`config.mk`:
```
export PLATFORM = sky130hd
export DESIGN_NAME = gather_byte_engine
export DESIGN_NICKNAME = d
export VERILOG_FILES = /design/src/rtl/gbe_pkg.sv /design/src/rtl/gbe_elem_pick.sv /design/src/rtl/gbe_lane_write.sv /design/src/rtl/gather_byte_engine.sv
export SDC_FILE = /design/constraint.sdc
export NUM_CORES = 1
export LEC_CHECK = 0
export BUFFER_PORTS_ARGS = -buffer_cell sky130_fd_sc_hd__buf_4
export CAP_MARGIN = 0
export CORE_AREA = 2 2 272 274
export CTS_CLUSTER_SIZE = 14
export DETAILED_ROUTE_END_ITERATION = 16
export DIE_AREA = 0 0 274 276
export GPL_ROUTABILITY_DRIVEN = 0
export PLACE_DENSITY_LB_ADDON = 0.08
export SLEW_MARGIN = 20
export SYNTH_ARGS = -nofsm -noshare
export SYNTH_HDL_FRONTEND = slang
export SYNTH_SLANG_ARGS = --single-unit
export TNS_END_PERCENT = 30
```
`constraint.sdc`:
```
create_clock -name clk -period 10.65 [get_ports clk]
set_input_delay 2.13 -clock clk [delete_from_list [all_inputs] [get_ports clk]]
set_output_delay 2.13 -clock clk [all_outputs]
set_load 0.02 [all_outputs]
```
`src/rtl/gbe_pkg.sv`:
```
package gbe_pkg;
  typedef enum logic [1:0] {
    GM_O32_E64 = 2'd0,
    GM_O32_E32 = 2'd1,
    GM_O64_E64 = 2'd2,
    GM_O64_ALT = 2'd3
  } gm_mode_e;

  typedef enum logic [1:0] {
    ST_IDLE = 2'd0,
    ST_RUN  = 2'd1,
    ST_WAIT = 2'd2
  } gbe_state_e;

  function automatic logic mode_is_e32(input logic [1:0] m);
    return m == GM_O32_E32;
  endfunction

  function automatic logic mode_is_o64(input logic [1:0] m);
    return m[1];
  endfunction
endpackage

```
`src/rtl/gbe_elem_pick.sv`:
```
module gbe_elem_pick import gbe_pkg::*; #(
  parameter int VLEN = 256,
  localparam int NW = VLEN / 32,
  localparam int ND = VLEN / 64,
  localparam int LW = $clog2(NW),
  localparam int IW = LW + 1
) (
  input  logic [VLEN-1:0]   offs,
  input  logic [VLEN/8-1:0] pmask,
  input  logic [1:0]        mode,
  input  logic              sext_sel,
  input  logic [IW-1:0]     idx,
  output logic              active,
  output logic [63:0]       off_ext
);
  logic [31:0] w32 [NW];
  logic [31:0] dlo [ND];
  logic [31:0] dhi [ND];
  logic        a32 [NW];
  logic        a64 [ND];

  for (genvar w = 0; w < NW; w++) begin : g_w32
    assign w32[w] = offs[w*32 +: 32];
    assign a32[w] = pmask[w*4];
  end

  for (genvar d = 0; d < ND; d++) begin : g_d64
    assign dlo[d] = offs[d*64 +: 32];
    assign dhi[d] = offs[d*64 + 32 +: 32];
    assign a64[d] = pmask[d*8];
  end

  logic        e32, o64;
  logic [31:0] lo, hi;

  always_comb begin
    e32 = mode_is_e32(mode);
    o64 = mode_is_o64(mode);
    lo  = e32 ? w32[idx[LW-1:0]] : dlo[idx[LW-2:0]];
    hi  = dhi[idx[LW-2:0]];
    active = e32 ? a32[idx[LW-1:0]] : a64[idx[LW-2:0]];
    if (o64)
      off_ext = {hi, lo};
    else
      off_ext = {(sext_sel ? {32{lo[31]}} : 32'd0), lo};
  end
endmodule

```
`src/rtl/gbe_lane_write.sv`:
```
module gbe_lane_write #(
  parameter int VLEN = 256,
  localparam int NW = VLEN / 32,
  localparam int ND = VLEN / 64,
  localparam int LW = $clog2(NW),
  localparam int IW = LW + 1
) (
  input  logic            clk,
  input  logic            rst_n,
  input  logic            clr,
  input  logic            wr_en,
  input  logic            e32,
  input  logic [IW-1:0]   idx,
  input  logic [7:0]      byte_in,
  output logic [VLEN-1:0] result
);
  logic [31:0] lo_word, hi_word;
  assign lo_word = {{24{byte_in[7]}}, byte_in};
  assign hi_word = {32{byte_in[7]}};

  for (genvar w = 0; w < NW; w++) begin : g_word
    logic hit;
    logic [31:0] val;
    always_comb begin
      if (e32) begin
        hit = (idx == IW'(w));
        val = lo_word;
      end else begin
        hit = (idx == IW'(w / 2));
        val = (w % 2 == 0) ? lo_word : hi_word;
      end
    end
    always_ff @(posedge clk or negedge rst_n) begin
      if (!rst_n)                result[w*32 +: 32] <= '0;
      else if (clr)              result[w*32 +: 32] <= '0;
      else if (wr_en && hit)     result[w*32 +: 32] <= val;
    end
  end


  wr_idx_range_chk: assert property (@(posedge clk) disable iff (!rst_n)
    wr_en |-> (e32 ? (idx < IW'(NW)) : (idx < IW'(ND))));


  wr_clr_excl_chk: assert property (@(posedge clk) disable iff (!rst_n)
    !(wr_en && clr));
endmodule

```
`src/rtl/gather_byte_engine.sv`:
```
module gather_byte_engine import gbe_pkg::*; #(
  parameter int VLEN = 256
) (
  input  logic              clk,
  input  logic              rst_n,
  input  logic              start,
  input  logic [63:0]       base,
  input  logic              base_is_sp,
  input  logic [VLEN-1:0]   offsets,
  input  logic [VLEN/8-1:0] pred,
  input  logic [1:0]        mode,
  input  logic              sext_sel,
  input  logic              sp_chk_idle,
  output logic              busy,
  output logic              done,
  output logic [VLEN-1:0]   result,
  output logic              sp_align_chk,
  output logic              mem_req_valid,
  input  logic              mem_req_ready,
  output logic [63:0]       mem_req_addr,
  input  logic              mem_rsp_valid,
  output logic              mem_rsp_ready,
  input  logic [7:0]        mem_rsp_data
);
  localparam int NW = VLEN / 32;
  localparam int ND = VLEN / 64;
  localparam int LW = $clog2(NW);
  localparam int IW = LW + 1;

  gbe_state_e          st;
  logic [63:0]         base_q;
  logic [VLEN-1:0]     offs_q;
  logic [VLEN/8-1:0]   pred_q;
  logic [1:0]          mode_q;
  logic                sext_q;
  logic [IW-1:0]       idx;
  logic [IW-1:0]       n_elem;
  logic                e32_q;
  logic                start_acc;
  logic                any_act;
  logic                cur_act;
  logic [63:0]         cur_off;
  logic                at_end;
  logic                wr_en;

  assign e32_q     = mode_is_e32(mode_q);
  assign n_elem    = e32_q ? IW'(NW) : IW'(ND);
  assign start_acc = start && (st == ST_IDLE);
  assign at_end    = (idx == n_elem);
  assign busy      = (st != ST_IDLE);

  // Any active element among the operands presented with start
  always_comb begin
    any_act = 1'b0;
    if (mode_is_e32(mode)) begin
      for (int e = 0; e < NW; e++) any_act = any_act | pred[e*4];
    end else begin
      for (int e = 0; e < ND; e++) any_act = any_act | pred[e*8];
    end
  end

  gbe_elem_pick #(.VLEN(VLEN)) u_pick (
    .offs     (offs_q),
    .pmask    (pred_q),
    .mode     (mode_q),
    .sext_sel (sext_q),
    .idx      (idx),
    .active   (cur_act),
    .off_ext  (cur_off)
  );

  assign mem_req_valid = (st == ST_RUN) && !at_end && cur_act;
  assign mem_req_addr  = base_q + cur_off;
  assign mem_rsp_ready = (st == ST_WAIT);
  assign wr_en         = mem_rsp_ready && mem_rsp_valid;

  gbe_lane_write #(.VLEN(VLEN)) u_lanes (
    .clk     (clk),
    .rst_n   (rst_n),
    .clr     (start_acc),
    .wr_en   (wr_en),
    .e32     (e32_q),
    .idx     (idx),
    .byte_in (mem_rsp_data),
    .result  (result)
  );

  always_ff @(posedge clk or negedge rst_n) begin
    if (!rst_n) begin
      st           <= ST_IDLE;
      base_q       <= '0;
      offs_q       <= '0;
      pred_q       <= '0;
      mode_q       <= '0;
      sext_q       <= 1'b0;
      idx          <= '0;
      done         <= 1'b0;
      sp_align_chk <= 1'b0;
    end else begin
      done         <= 1'b0;
      sp_align_chk <= 1'b0;
      case (st)
        ST_IDLE: begin
          if (start_acc) begin
            base_q       <= base;
            offs_q       <= offsets;
            pred_q       <= pred;
            mode_q       <= mode;
            sext_q       <= sext_sel;
            idx          <= '0;
            sp_align_chk <= base_is_sp && (any_act || sp_chk_idle);
            st           <= ST_RUN;
          end
        end
        ST_RUN: begin
          if (at_end) begin
            done <= 1'b1;
            st   <= ST_IDLE;
          end else if (!cur_act) begin
            idx <= idx + 1'b1;
          end else if (mem_req_ready) begin
            st <= ST_WAIT;
          end
        end
        ST_WAIT: begin
          if (mem_rsp_valid) begin
            idx <= idx + 1'b1;
            st  <= ST_RUN;
          end
        end
        default: st <= ST_IDLE;
      endcase
    end
  end


  req_hold_chk: assert property (@(posedge clk) disable iff (!rst_n)
    (mem_req_valid && !mem_req_ready) |=> (mem_req_valid && $stable(mem_req_addr)));


  idx_step_chk: assert property (@(posedge clk) disable iff (!rst_n)
    (busy && $past(busy) && (idx != $past(idx))) |-> (idx == $past(idx) + 1'b1));


  rsp_excl_chk: assert property (@(posedge clk) disable iff (!rst_n)
    !(mem_req_valid && mem_rsp_ready));


  rsp_after_req_chk: assert property (@(posedge clk) disable iff (!rst_n)
    $rose(mem_rsp_ready) |-> $past(mem_req_valid && mem_req_ready));


  done_pulse_chk: assert property (@(posedge clk) disable iff (!rst_n)
    done |-> (!busy && $past(busy)) ##1 !done);


  result_hold_chk: assert property (@(posedge clk) disable iff (!rst_n)
    (!busy && !$past(start && !busy)) |-> $stable(result));


  sp_after_start_chk: assert property (@(posedge clk) disable iff (!rst_n)
    sp_align_chk |-> ($past(start && !busy) && $past(base_is_sp)));


  idle_quiet_chk: assert property (@(posedge clk) disable iff (!rst_n)
    !busy |-> (!mem_req_valid && !mem_rsp_ready));
endmodule

```
Word-level counts from Yosys, hierarchy flattened
Index checks and enable logic that the tools add are counted.
{ "word_totals": {"register_bits": 616, "in_bits": 370, "out_inout_bits": 325, "word_cells": 141} }
{ "classes": {"n_addsub": 2, "order_cmp": 2, "eq_ne": 18, "mux": 60, "bitwise_logic": 12, "n_reduce_logical": 30} }
{ "ops": {"columns": ["cell", "n"], "rows": [
  ["$mux W32", 24],
  ["$bmux W32 S2", 2],
  ["$bmux W32 S3", 1],
  ["$add A64 B64 Y64", 1],
  ["$mux W64", 1],
  ["$mux W4", 5],
  ["$reduce_bool A2 Y1", 9],
  ["$mux W1", 17],
  ["$eq A4 B3 Y1 const B", 4],
  ["$logic_and A1 B1 Y1", 13],
  ["$pmux W4 S3", 1],
  ["$mux W2", 5],
  ["$or A1 B1 Y1", 10],
  ["$eq A4 B2 Y1 const B", 2],
  ["$ne A2 B2 Y1 const B", 4],
  ["$mux W7", 1],
  ["$eq A2 B1 Y1 const B", 3],
  ["$ne A3 B3 Y1 const B", 2],
  ["$pmux W2 S3", 1],
  ["$reduce_and A5 Y1", 1],
  ["$add A4 B1 Y4 const B", 1],
  ["$eq A4 B1 Y1 const B", 1],
  ["$eq A4 B4 Y1", 1],
  ["$ge A4 B4 Y1 const B", 1],
  ["other kinds (13)", 13]
]} }

Depth between registers and ports, before layout
Gate-level depths: netlist of run 1.
{ "depth": {"depth_word": 12, "ltp_mapped": 19, "mapped_depth_nobuf": 15} }

Cells and area by module
Synthesis of run 1 repeated with hierarchy kept, for this count alone.
{ "hier_totals": {"hier_cells": 2929, "area_unflattened_um2": 26262.7} }
{ "modules_own_cells": {"columns": ["mod", "instances", "cells_each", "area_per_inst_um2", "seq_area_each_um2"], "rows": [
  ["gather_byte_engine", 1, 2113, 17488.0, 9083.7],
  ["gbe_lane_write", 1, 458, 4538.1, 1601.5],
  ["gbe_elem_pick", 1, 358, 4236.6, 0.0]
]} }

Worst setup path after synthesis of run 1
No wires, ideal clock.
{ "synth_path": {"path_kind": "flip-flop to output port", "startpoint": "register idx[0]", "endpoint": "output port mem_req_addr[58]", "arrival_time_ns": 4.695, "t_required_ns": 8.520, "setup_slack_ns": 3.825, "stages_incl_launch_ff": 19, "path_buffers": 4, "cell_sequence": "dfrtp_1 buf_2 buf_2 buf_2 clkbuf_1 mux4_2 mux2i_1 a21oi_1 ha_1 fa_1 a21o_1 a311o_1 a211oi_2 nand3_2 a31oi_2 o21ai_2 a21oi_4 o21ai_1 a211oi_1"} }
{ "synth_via": {"elab_chain_cells": 8, "word_cells_on_any_way": 15, "cone_classes": "add/sub: 1; mux: 12; bitwise: 2"} }
{ "synth_rtl": {"columns": ["item", "line_no", "text"], "rows": [
  ["from (decl)", "gather_byte_engine.sv:36", "logic [IW-1:0] idx;"],
  ["from (signal assigned)", "gather_byte_engine.sv:120", "idx <= idx + 1'b1;"],
  ["from (signal assigned)", "gather_byte_engine.sv:127", "idx <= idx + 1'b1;"],
  ["$not A3 Y4 (not written as such) or $not A2 Y3 (tied branches)", "gbe_elem_pick.sv:39, gbe_elem_pick.sv:40", null],
  ["$bmux W32 S3 or $bmux W32 S2 (tied branches)", "gbe_elem_pick.sv:39", "lo = e32 ? w32[idx[LW-1:0]] : dlo[idx[LW-2:0]];"],
  ["$mux W32 (not written as such) (2 in series)", "gbe_elem_pick.sv:39", null],
  ["$mux W32", "gbe_elem_pick.sv:39", null],
  ["$mux W32", "gbe_elem_pick.sv:45", "off_ext = {(sext_sel ? {32{lo[31]}} : 32'd0), lo};"],
  ["$mux W64 *", "gbe_elem_pick.sv:42", "if (o64)"],
  ["$add A64 B64 Y64 *", "gather_byte_engine.sv:73", "assign mem_req_addr = base_q + cur_off;"],
  ["to (decl)", "gather_byte_engine.sv:20", "output logic [63:0] mem_req_addr,"]
]} }
Every way passes the cells marked *; elsewhere a longest branch is shown, timed or not. The select of a mux whose other input is x is not followed.

Worst setup path in the final report of run 1
{ "layout_path": {"startpoint": "register idx[0]", "endpoint": "output port mem_req_addr[57]"} }
The elaborated chain is that of the path after synthesis.

==> results of run 1 <==
## cells by family (layout without fill, tap and decap cells)
logic type               after synthesis  in the layout  synth area share [%]
AND/OR/NAND/NOR                     1231           1231                  19.7
flip-flops                           403            403                  41.2
buffers and inverters                393            836                  9.05
AO/OA/AOI/OAI                        306            306                  8.02
multiplexers                         232            232                  16.3
adder cells (fa/ha/maj)               72             72                  3.71
XOR/XNOR                              56             56                  2.00
other                                  0              1                     0
## state kept, by name, indices dropped and copies added, names as in the netlist
signal          flops
base_q             64
u_lanes.result     64
mode_q              2
sp_align_chk        1
offs_q            256
done                1
idx                 4
pred_q              8
st                  2
sext_q              1
## area by class of cell
type	count	area, um2
antenna	1	2.50
clock buffer	70	1410
clock inverter	20	210
fill	7285	42000
inverter	58	218
multi-input combinational	1897	12200
sequential	403	10100
tap	959	1200
timing repair buffer	688	5280
## metal layers
layer  routed length, um  vias to the layer above
met5                  23                        -
met4                1950                        4
li1                    -                     9633
met2               43000                      600
met1               36800                     9933
met3                4410                       94
## through the flow
step | instances | total power (W)
finish | 4096 | 0.0127
global route | 4095 | 0.0136
CTS | 4093 | 0.0129
detailed placement | 4003 | 0.0111
global placement | 4003 | 0.0110
floorplan | 2693 | 0.00805
## path summary, 6_finish.rpt
check | depth (start not counted) | end | startpoint
max in group asynchronous | 2 | offs_q[132]$_DFFE_PN0P_ | rst_n
worst max register to register | 9 | idx[0]$_DFFE_PN0P_ | idx[0]$_DFFE_PN0P_
worst min register to register | 2 | pred_q[20]$_DFFE_PN0P_ | pred_q[20]$_DFFE_PN0P_
worst max-delay path | 15 | mem_req_addr[57] | idx[0]$_DFFE_PN0P_
worst min-delay path | 2 | pred_q[20]$_DFFE_PN0P_ | pred_q[20]$_DFFE_PN0P_
min in group asynchronous | 1 | u_lanes.result[5]$_DFFE_PN0P_ | rst_n
## cell usage in the layout, fill, tap and decap left out, drive strengths merged, types with 42 or more instances in the layout
| cell | synthesis | routed |
|---|---|---|
| inv | 58 | 59 |
| dfrtp | 403 | 403 |
| nor2 | 97 | 97 |
| o21ai | 42 | 42 |
| nand2 | 1057 | 1057 |
| buf | 230 | 688 |
| clkbuf | 105 | 70 |
| ha | 71 | 71 |
| a21oi | 145 | 145 |
| mux4 | 131 | 131 |
| mux2i | 72 | 72 |
## Yosys cell counts (all sizes together), types with 8 or more instances
| cell | instances |
|---|---|
| ha | 71 |
| buf | 230 |
| a21oi | 145 |
| and3 | 8 |
| nor3 | 11 |
| xor2 | 20 |
| o21ai | 42 |
| nand2 | 1057 |
| mux2i | 72 |
| a211oi | 10 |
| o21a | 10 |
| a21o | 39 |
| nand4 | 8 |
| inv | 58 |
| mux2 | 29 |
| nand3 | 15 |
| clkbuf | 105 |
| nor2 | 97 |
| dfrtp | 403 |
| xnor2 | 36 |
| mux4 | 131 |
| o21bai | 16 |
| a31oi | 8 |
## worst max-delay path, cell delays in order (launching register included)
cell      delay [ns]
dfrtp_4         0.99
mux4_2          0.60
mux2i_1         0.13
a21oi_1         0.20
a21oi_4         0.86
a21oi_1         0.13
ha_1            0.48
nand4_1         0.21
or3_1           0.44
or3b_2          0.47
a21oi_1         0.42
o211ai_1        0.15
nand3_1         0.22
a41oi_1         0.17
xnor2_1         0.20
buf_4           0.17
## power by group
group	internal (W)	total [W]	leakage [nW]	switching, W
clock network	0.000992	0.00170	0.797	0.000706
registers	0.00222	0.00278	5.04	0.000569
logic	0.00333	0.00825	9.92	0.00493
==> metrics.yaml, run 1 <==
powerDensity_nw_per_um2: 416
hold_violations: 0
max_freq_mhz: 116
grt_busiest_layer: "met2"
drcViolationCount: 0
dieHeight_um: 276
cts.sinks: 403
synthFlopType: "dfrtp_1"
vias_per_cell: 4.95
async_flop_share_pct: 100
rsz0062_at_grt: "no"
drt_iter0_drc: 1148
row_count: 99
grt_usage_pct: 22.3
met1_usage_pct: 29.2
drv_slew: 0
fp.coreArea_um2: 72600
setup_viol: 0
synth_fp_nets: 3135
holdWs_ns: 0.477
cellLeakagePower_nw: 15.8
ios: 695
synthDominantCellAreaShare_pct: 41.2
rrSetupSlack_ns: 6.85
post_cts_resized: 0
arrival_ns: 6.46
via_count: 20264
cts_setup_buffers: 0
worst_pin_slew_ns: 1.08
cp.required_ns: 8.52
crit_type: "flop to output port"
routed_wl_mm: 86.2
synthToLayoutAreaGrowth_pct: 25.1
chipWidth_um: 274
overflow: 0
relSlewSlack_pct: 27.8
htreeDepth: 2
cp-start-kind: "flop"
synth_area_leaders: "dfrtp_1 (41%), nand2_1 (16%), mux4_2 (12%), buf_4 (5.9%), ha_1 (3.6%)"
seq_area_frac_synth_pct: 41.2
cts_buffer_depth: 3
cts_hold_buf: 0
post-route-period-util_pct: 80.7
dpl_cell_area_um2: 28900
worst_slack_ns: 2.06
fin_crit_ns: 8.59
yosysWarningCount: 0
drive_above_1_share_pct: 30.7
pre_cts_ws_ns: 2.62
cts_inserted_buffers: 49
nets: 3539
grt_pass1_wl_mm: 129
crit_fanout: 53
hpwl_mm: 64.4
met2_usage_pct: 38.7
wire_per_inst_um: 21.0
syn_inst: 2693
fin_util_pct: 42.2
insertion_delay_ns: 0.60
peakVddDrop_uv: 306
syn_area_um2: 24500
dieArea_um2: 75600
ys_ff_latch: 403
synth_edf_count: 0
status: "finished, final reports clean"
avgSynthCellArea_um2: 9.09
gr-usage-met3_pct: 2.86
ant_nets: 0
path_clk_slew_ns: 0.06
yosys.area.top_type: "dfrtp_1"
maxCapViolCount: 0
initial_core_util_pct: 33.7
finalClockSkew_ns: 0.0134
io_buffers: 670
grt_start_max_net_pins: 233
endpoint_kind: "output port"
antenna_found_initial: 7
synth_cell_types: 76
cts_root_buffer: "clkbuf_16"
min_path_type: "flop to flop"
setup-tns-final_ns: 0
grt_pass1_vias: 20857
drt_pre_antenna_iters: 5
tritoncts: "built"
stdcell_area_um2: 30600
No activity file was read; power rests on OpenSTA's default activity.
==> run 2, diff against run 1 <==
CORE_AREA = 2 2 273 275   (was 2 2 272 274)
DIE_AREA = 0 0 275 277   (was 0 0 274 276)
clock period = 7.7 ns   (was 10.65 ns; I/O delays follow)
==> run 2 against run 1 <==
Effect of this change: count of clock-buffer cells in the layout fell by 8; wire length fell by 1.0%; non-clock buffer count rose by 8; design area rose by 0.52%; register-to-register slack got worse by 2.3 ns; critical path type unchanged.
==> metrics.yaml, run 2 (synthesis gave the netlist of run 1 again) <==
tritoncts: "built"  # unchanged
seqPwrFrac_pct: 21.6  # was 21.9%
endpoint_kind: "output port"  # unchanged
largest_register: "offs_q"  # unchanged
status: "finished, final reports clean"  # unchanged
setup-tns-final_ns: 0  # unchanged
hold_violations: 0  # unchanged
final_cell_mix: "nand2_1 (1055), buf_4 (689), dfrtp_1 (399)"  # was nand2_1 (1055), buf_4 (680), dfrtp_1 (399)
drt_iter0_drc: 1196  # was 1148
dp_cells: 4022  # was 4003
fp.coreArea_um2: 73600  # was 72600 um2
finalClockSkew_ns: 0.0192  # was 0.0134 ns
worst_pin_slew_ns: 1.08  # about the same
drt_pre_antenna_iters: 5  # unchanged
cp.required_ns: 6.16  # was 8.52 ns
htreeDepth: 2  # unchanged
dieHeight_um: 277  # was 276 um
grt_start_max_net_pins: 184  # was 233
holdWs_ns: 0.479  # was 0.477 ns
synthToLayoutAreaGrowth_pct: 25.7  # was 25.1%
crit_fanout: 40  # was 53
final_common_cell: "nand2_1"  # unchanged
p_sw_share_pct: 48.2  # was 48.7%
arrival_ns: 5.85  # was 6.46 ns
p_total_w: 0.0177  # was 0.0127 W
path_clk_slew_ns: 0.06  # about the same
powerDensity_nw_per_um2: 577  # was 416 nW/um2
grt_usage_pct: 21.9  # was 22.3%
initial_core_util_pct: 33.3  # was 33.7%
setup_viol: 0  # unchanged
nets: 3547  # was 3539
hpwl_mm: 64.6  # was 64.4 mm
crit_family: "compound AO/OA/AOI/OAI gates"  # unchanged
cts_root_buffer: "clkbuf_16"  # unchanged
dieArea_um2: 76200  # was 75600 um2
wire_per_inst_um: 20.7  # was 21.0 um
finalNonFillerCells: 4116  # was 4096
overflow: 0  # unchanged
grt_pass1_wl_mm: 127  # was 129 mm
drv_slew: 0  # unchanged
routed_wl_mm: 85.3  # was 86.2 mm
vias_per_cell: 4.92  # was 4.95
fill_cells: 7383  # was 7285
cellLeakagePower_nw: 15.8  # about the same
ios: 695  # unchanged
post_cts_resized: 0  # unchanged
cts_setup_buffers: 0  # unchanged
antenna_found_initial: 10  # was 7
cts_inserted_buffers: 49  # unchanged
crit_type: "flop to output port"  # unchanged
cts_hold_buf: 0  # unchanged
fin_util_pct: 41.8  # was 42.2%
p_int_w: 0.00919  # was 0.00653 W
insertion_delay_ns: 0.60  # about the same
largestRegisters: "offs_q x256, base_q x64, u_lanes.result x64"  # unchanged
min_path_type: "flop to flop"  # unchanged
switching_power_w: 0.00855  # was 0.00620 W
io_buffers: 670  # unchanged
fin_crit_ns: 7.39
post-route-period-util_pct: 96.0
relSlewSlack_pct: 27.9  # was 27.8%
path_buf_inv: 2  # was 1
drcViolationCount: 0  # unchanged
max_freq_mhz: 135
cts_buffer_depth: 3  # unchanged
grt_pass1_vias: 20583  # was 20857
via_count: 20252  # was 20264
ant_nets: 0  # unchanged
largest_register_ffs: 256  # unchanged
row_count: 100  # was 99
crit_path_cell_trace: "buf_4 -> mux4_2 -> mux2i_1 -> a21oi_1 -> ha_1 -> nand2_2 -> nor4_2 -> o211ai_1 -> a311o_1 -> a21oi_1 -> o211ai_1 -> nand3_1 -> a41oi_1 -> xnor2_1 -> buf_4"  # was mux4_2 -> mux2i_1 -> a21oi_1 -> a21oi_4 -> a21oi_1 -> ha_1 -> nand4_1 -> or3_1 -> or3b_2 -> a21oi_1 -> o211ai_1 -> nand3_1 -> a41oi_1 -> xnor2_1 -> buf_4
slowest_stage: "a21oi_1"  # was dfrtp_4
chipWidth_um: 275  # was 274 um
drive_above_1_share_pct: 31.1  # was 30.7%
max_stage_delay_ns: 0.63  # was 0.99 ns
maxCapViolCount: 0  # unchanged
peakVddDrop_uv: 259  # was 306 uV
power.share.combinational_pct: 64.3  # was 64.8%
rsz0062_at_grt: "no"  # unchanged
pwr-share-clk_pct: 14.1  # was 13.3%
cp-start-kind: "flop"  # unchanged
cts.sinks: 403  # unchanged
==> run 2: cell types whose count changed in the layout (fill, tap and decap cells not counted), sizes merged <==
cell / previous run / this run
buf: 688 / 696
clkbuf: 70 / 62
bufinv: 3 / 8
clkinvlp: 2 / 7
clkinv: 14 / 12
diode: 1 / 2
inv: 59 / 60
==> run 2: final timing paths <==
path	start	end	slack [ns]	cells after the start
setup reg to reg	st[0]$_DFFE_PN0P_	offs_q[223]$_DFFE_PN0P_	4.50	7
setup / recovery	idx[0]$_DFFE_PN0P_	mem_req_addr[57]	0.31	15
hold / removal	base_q[43]$_DFFE_PN0P_	base_q[43]$_DFFE_PN0P_	0.48	2
hold reg to reg	base_q[43]$_DFFE_PN0P_	base_q[43]$_DFFE_PN0P_	0.48	2
max in group asynchronous	rst_n	offs_q[2]$_DFFE_PN0P_	5.42	2
min in group asynchronous	rst_n	u_lanes.result[158]$_DFFE_PN0P_	0.89	1
==> run 2: final cells by class <==
| class | count | area (um2) | area share [%] |
|---|---|---|---|
| multi-input combinational | 1897 | 12200 | 39.7 |
| timing repair buffer | 696 | 5310 | 17.2 |
| clock buffer | 62 | 1360 | 4.40 |
| inverter | 58 | 218 | 0.707 |
| clock inverter | 29 | 374 | 1.22 |
| sequential | 403 | 10100 | 32.8 |
| antenna | 2 | 5.00 | 0.0163 |
| tap | 969 | 1210 | 3.94 |
==> run 2: metal layers <==
metal / part of all wire (%) / global-route usage [%]
met5: 0.13 / 0
met3: 5.4 / 4.04
met1: 43 / 28.2
met2: 49 / 37.6
met4: 2.4 / 5.53
==> run 2: power by group through the flow <==
stage	clock network, W	logic [W]	registers, W
2_1_floorplan	0	0.00749	0.00364
3_3_place_gp	0	0.0114	0.00382
3_5_place_dp	0	0.0115	0.00386
4_1_cts	0.00257	0.0115	0.00383
5_1_grt	0.00265	0.0124	0.00396
6_report	0.00251	0.0114	0.00383
==> run 2: through the flow <==
| stage | instance area, um2 | setup WS [ns] |
|---|---|---|
| after floorplan | 24500 | 1.47 |
| after global placement | 29000 | 0.981 |
| after detailed placement | 29000 | 0.960 |
| after CTS | 30700 | 0.298 |
| after global routing | 30800 | 0.00212 |
| final | 30800 | 0.305 |
==> run 2: worst register-to-register path, stage by stage (launching register included) <==
cell	delay, ns
dfrtp_1	0.40
inv_1	0.10
ha_1	0.29
and2_4	0.51
buf_4	0.68
buf_4	0.84
nand2_1	0.25
nand2_1	0.09
==> run 3, diff against run 2 <==
==> constraint.sdc (replaced) <==
create_clock -name clk -period 7.7 [get_ports clk]
set_input_delay 1.54 -clock clk [delete_from_list [all_inputs] [get_ports clk]]
set_output_delay 1.54 -clock clk [all_outputs]
set_load 0.05 [all_outputs]
==> run 3 against run 2 <==
Effect of this change: register-to-register slack better by 0.08 ns; via count grew 0.18%; highest routed layer unchanged; hold slack worse by 0.0017 ns; worst setup slack improved by 0.10 ns; clock skew is 0.0077 ns lower; core utilization about the same; die area unchanged; design area about the same; sequential share of layout area about the same.
==> metrics.yaml, run 3 (synthesis gave the netlist of run 1 again) <==
max_freq_mhz: 137  # was 135 MHz
chipWidth_um: 275  # unchanged
drt_pre_antenna_iters: 5  # unchanged
via_count: 20288  # was 20252
drv_slew: 0  # unchanged
wire_per_inst_um: 20.8  # was 20.7 um
status: "finished, final reports clean"  # unchanged
grt_pass1_vias: 20524  # was 20583
insertion_delay_ns: 0.60  # about the same
largest_register_ffs: 256  # unchanged
min_path_type: "flop to flop"  # unchanged
arrival_ns: 5.75  # was 5.85 ns
endpoint_kind: "output port"  # unchanged
routed_wl_mm: 85.4  # was 85.3 mm
largestRegisters: "offs_q x256, base_q x64, u_lanes.result x64"  # unchanged
io_buffers: 670  # unchanged
path_clk_slew_ns: 0.05  # was 0.06 ns
largest_register: "offs_q"  # unchanged
max_stage_delay_ns: 0.63  # about the same
cts_inserted_buffers: 50  # was 49
drt_iter0_drc: 1167  # was 1196
rsz0062_at_grt: "no"  # unchanged
maxCapViolCount: 0  # unchanged
grt_pass1_wl_mm: 127  # about the same
vias_per_cell: 4.94  # was 4.92
post-route-period-util_pct: 94.7  # was 96.0%
htreeDepth: 2  # unchanged
grt_usage_pct: 21.9  # about the same
row_count: 100  # unchanged
dieHeight_um: 277  # unchanged
post_cts_resized: 0  # unchanged
final_common_cell: "nand2_1"  # unchanged
cts.sinks: 403  # unchanged
crit_fanout: 18  # was 40
drive_above_1_share_pct: 30.8  # was 31.1%
fin_crit_ns: 7.29  # was 7.39 ns
finalClockSkew_ns: 0.0115  # was 0.0192 ns
cts_hold_buf: 0  # unchanged
cts_setup_buffers: 0  # unchanged
ant_nets: 0  # unchanged
synthToLayoutAreaGrowth_pct: 25.6  # was 25.7%
setup-tns-final_ns: 0  # unchanged
cp.required_ns: 6.16  # about the same
fp.coreArea_um2: 73600  # unchanged
grt_start_max_net_pins: 182  # was 184
hpwl_mm: 64.5  # was 64.6 mm
slowest_stage: "dfrtp_4"  # was a21oi_1
tritoncts: "built"  # unchanged
overflow: 0  # unchanged
crit_type: "flop to output port"  # unchanged
nets: 3546  # was 3547
cts_root_buffer: "clkbuf_16"  # unchanged
drcViolationCount: 0  # unchanged
final_cell_mix: "nand2_1 (1055), buf_4 (686), dfrtp_1 (399)"  # was nand2_1 (1055), buf_4 (689), dfrtp_1 (399)
cts_buffer_depth: 3  # unchanged
setup_viol: 0  # unchanged
initial_core_util_pct: 33.3  # unchanged
cp-start-kind: "flop"  # unchanged
dieArea_um2: 76200  # unchanged
ios: 695  # unchanged
worst_pin_slew_ns: 1.06  # was 1.08 ns
crit_path_cell_trace: "mux4_2 -> mux2i_1 -> a21oi_1 -> a21oi_4 -> buf_4 -> a21oi_1 -> ha_1 -> nand4_1 -> or3_1 -> or3b_2 -> a21oi_2 -> o211ai_1 -> nand3_1 -> a41oi_1 -> xnor2_1 -> buf_4"  # was buf_4 -> mux4_2 -> mux2i_1 -> a21oi_1 -> ha_1 -> nand2_2 -> nor4_2 -> o211ai_1 -> a311o_1 -> a21oi_1 -> o211ai_1 -> nand3_1 -> a41oi_1 -> xnor2_1 -> buf_4
hold_violations: 0  # unchanged
antenna_found_initial: 11  # was 10
relSlewSlack_pct: 29.1  # was 27.9%
## run 3: changes by cell type in the layout (fill, tap and decap cells not counted), sizes merged
cell / delta
clkinvlp: -3
buf: -2
inv: -1
bufinv: -3
clkbuf: +9
clkinv: -7
## run 3: final timing paths
kind                            depth (start not counted)                              end  slack, ns              startpoint
worst max-delay path                                   16                 mem_req_addr[57]       0.41      idx[0]$_DFFE_PN0P_
worst max register to register                          9               idx[3]$_DFFE_PN0P_       4.58      idx[2]$_DFFE_PN0P_
max in group asynchronous                               2           offs_q[15]$_DFFE_PN0P_       5.17                   rst_n
worst min-delay path                                    2           pred_q[28]$_DFFE_PN0P_       0.48  pred_q[28]$_DFFE_PN0P_
min in group asynchronous                               1  u_lanes.result[158]$_DFFE_PN0P_       0.98                   rst_n
worst min register to register                          2           pred_q[28]$_DFFE_PN0P_       0.48  pred_q[28]$_DFFE_PN0P_
## run 3: per-layer routing
metal  wire (um)  global-route usage (%)
met1       36500                    28.7
met2       42200                    37.4
met3        4450                    3.45
met4        2100                    5.77
met5          92                       0
## run 3: cell type report
| cell class | instances | area [um2] |
|---|---|---|
| Timing Repair Buffer | 694 | 5300 |
| Inverter | 58 | 218 |
| Sequential cell | 403 | 10100 |
| Multi-Input combinational cell | 1897 | 12200 |
| Clock inverter | 15 | 239 |
| Antenna cell | 2 | 5.00 |
| Clock buffer | 71 | 1470 |
| Fill cell | 7342 | 42800 |
| Tap cell | 969 | 1210 |
## run 3: worst max-delay path: cells and delay by family, from the launching register on
| kind | cells | cell delay, ns |
|---|---|---|
| AOI/OAI and AO/OA | 6 | 1.24 |
| DFF | 1 | 0.63 |
| muxes | 2 | 0.68 |
| and+or+nand+nor | 4 | 1.40 |
| buffers and inverters | 2 | 0.52 |
| adders and majority gates | 1 | 0.47 |
| xor gates and xnor gates | 1 | 0.20 |
## run 3: per-stage QoR
step | hold WS [ns] | worst slack, ns | area, um2 | util [%] | cells
3_3_place_gp | 0.454 | 0.934 | 29000 | 39.5 | 4021
3_5_place_dp | 0.466 | 0.870 | 29000 | 39.5 | 4021
2_1_floorplan | 0.440 | 0.849 | 24500 | - | 2693
6_report | 0.477 | 0.409 | 30700 | 41.8 | 4109
5_1_grt | 0.499 | 0.0900 | 30700 | 41.8 | 4107
4_1_cts | 0.479 | 0.214 | 30700 | 41.8 | 4107
Power of run 3 is not shown: default switching activity piles up to over one toggle a cycle in this logic, so the estimate is an artifact.
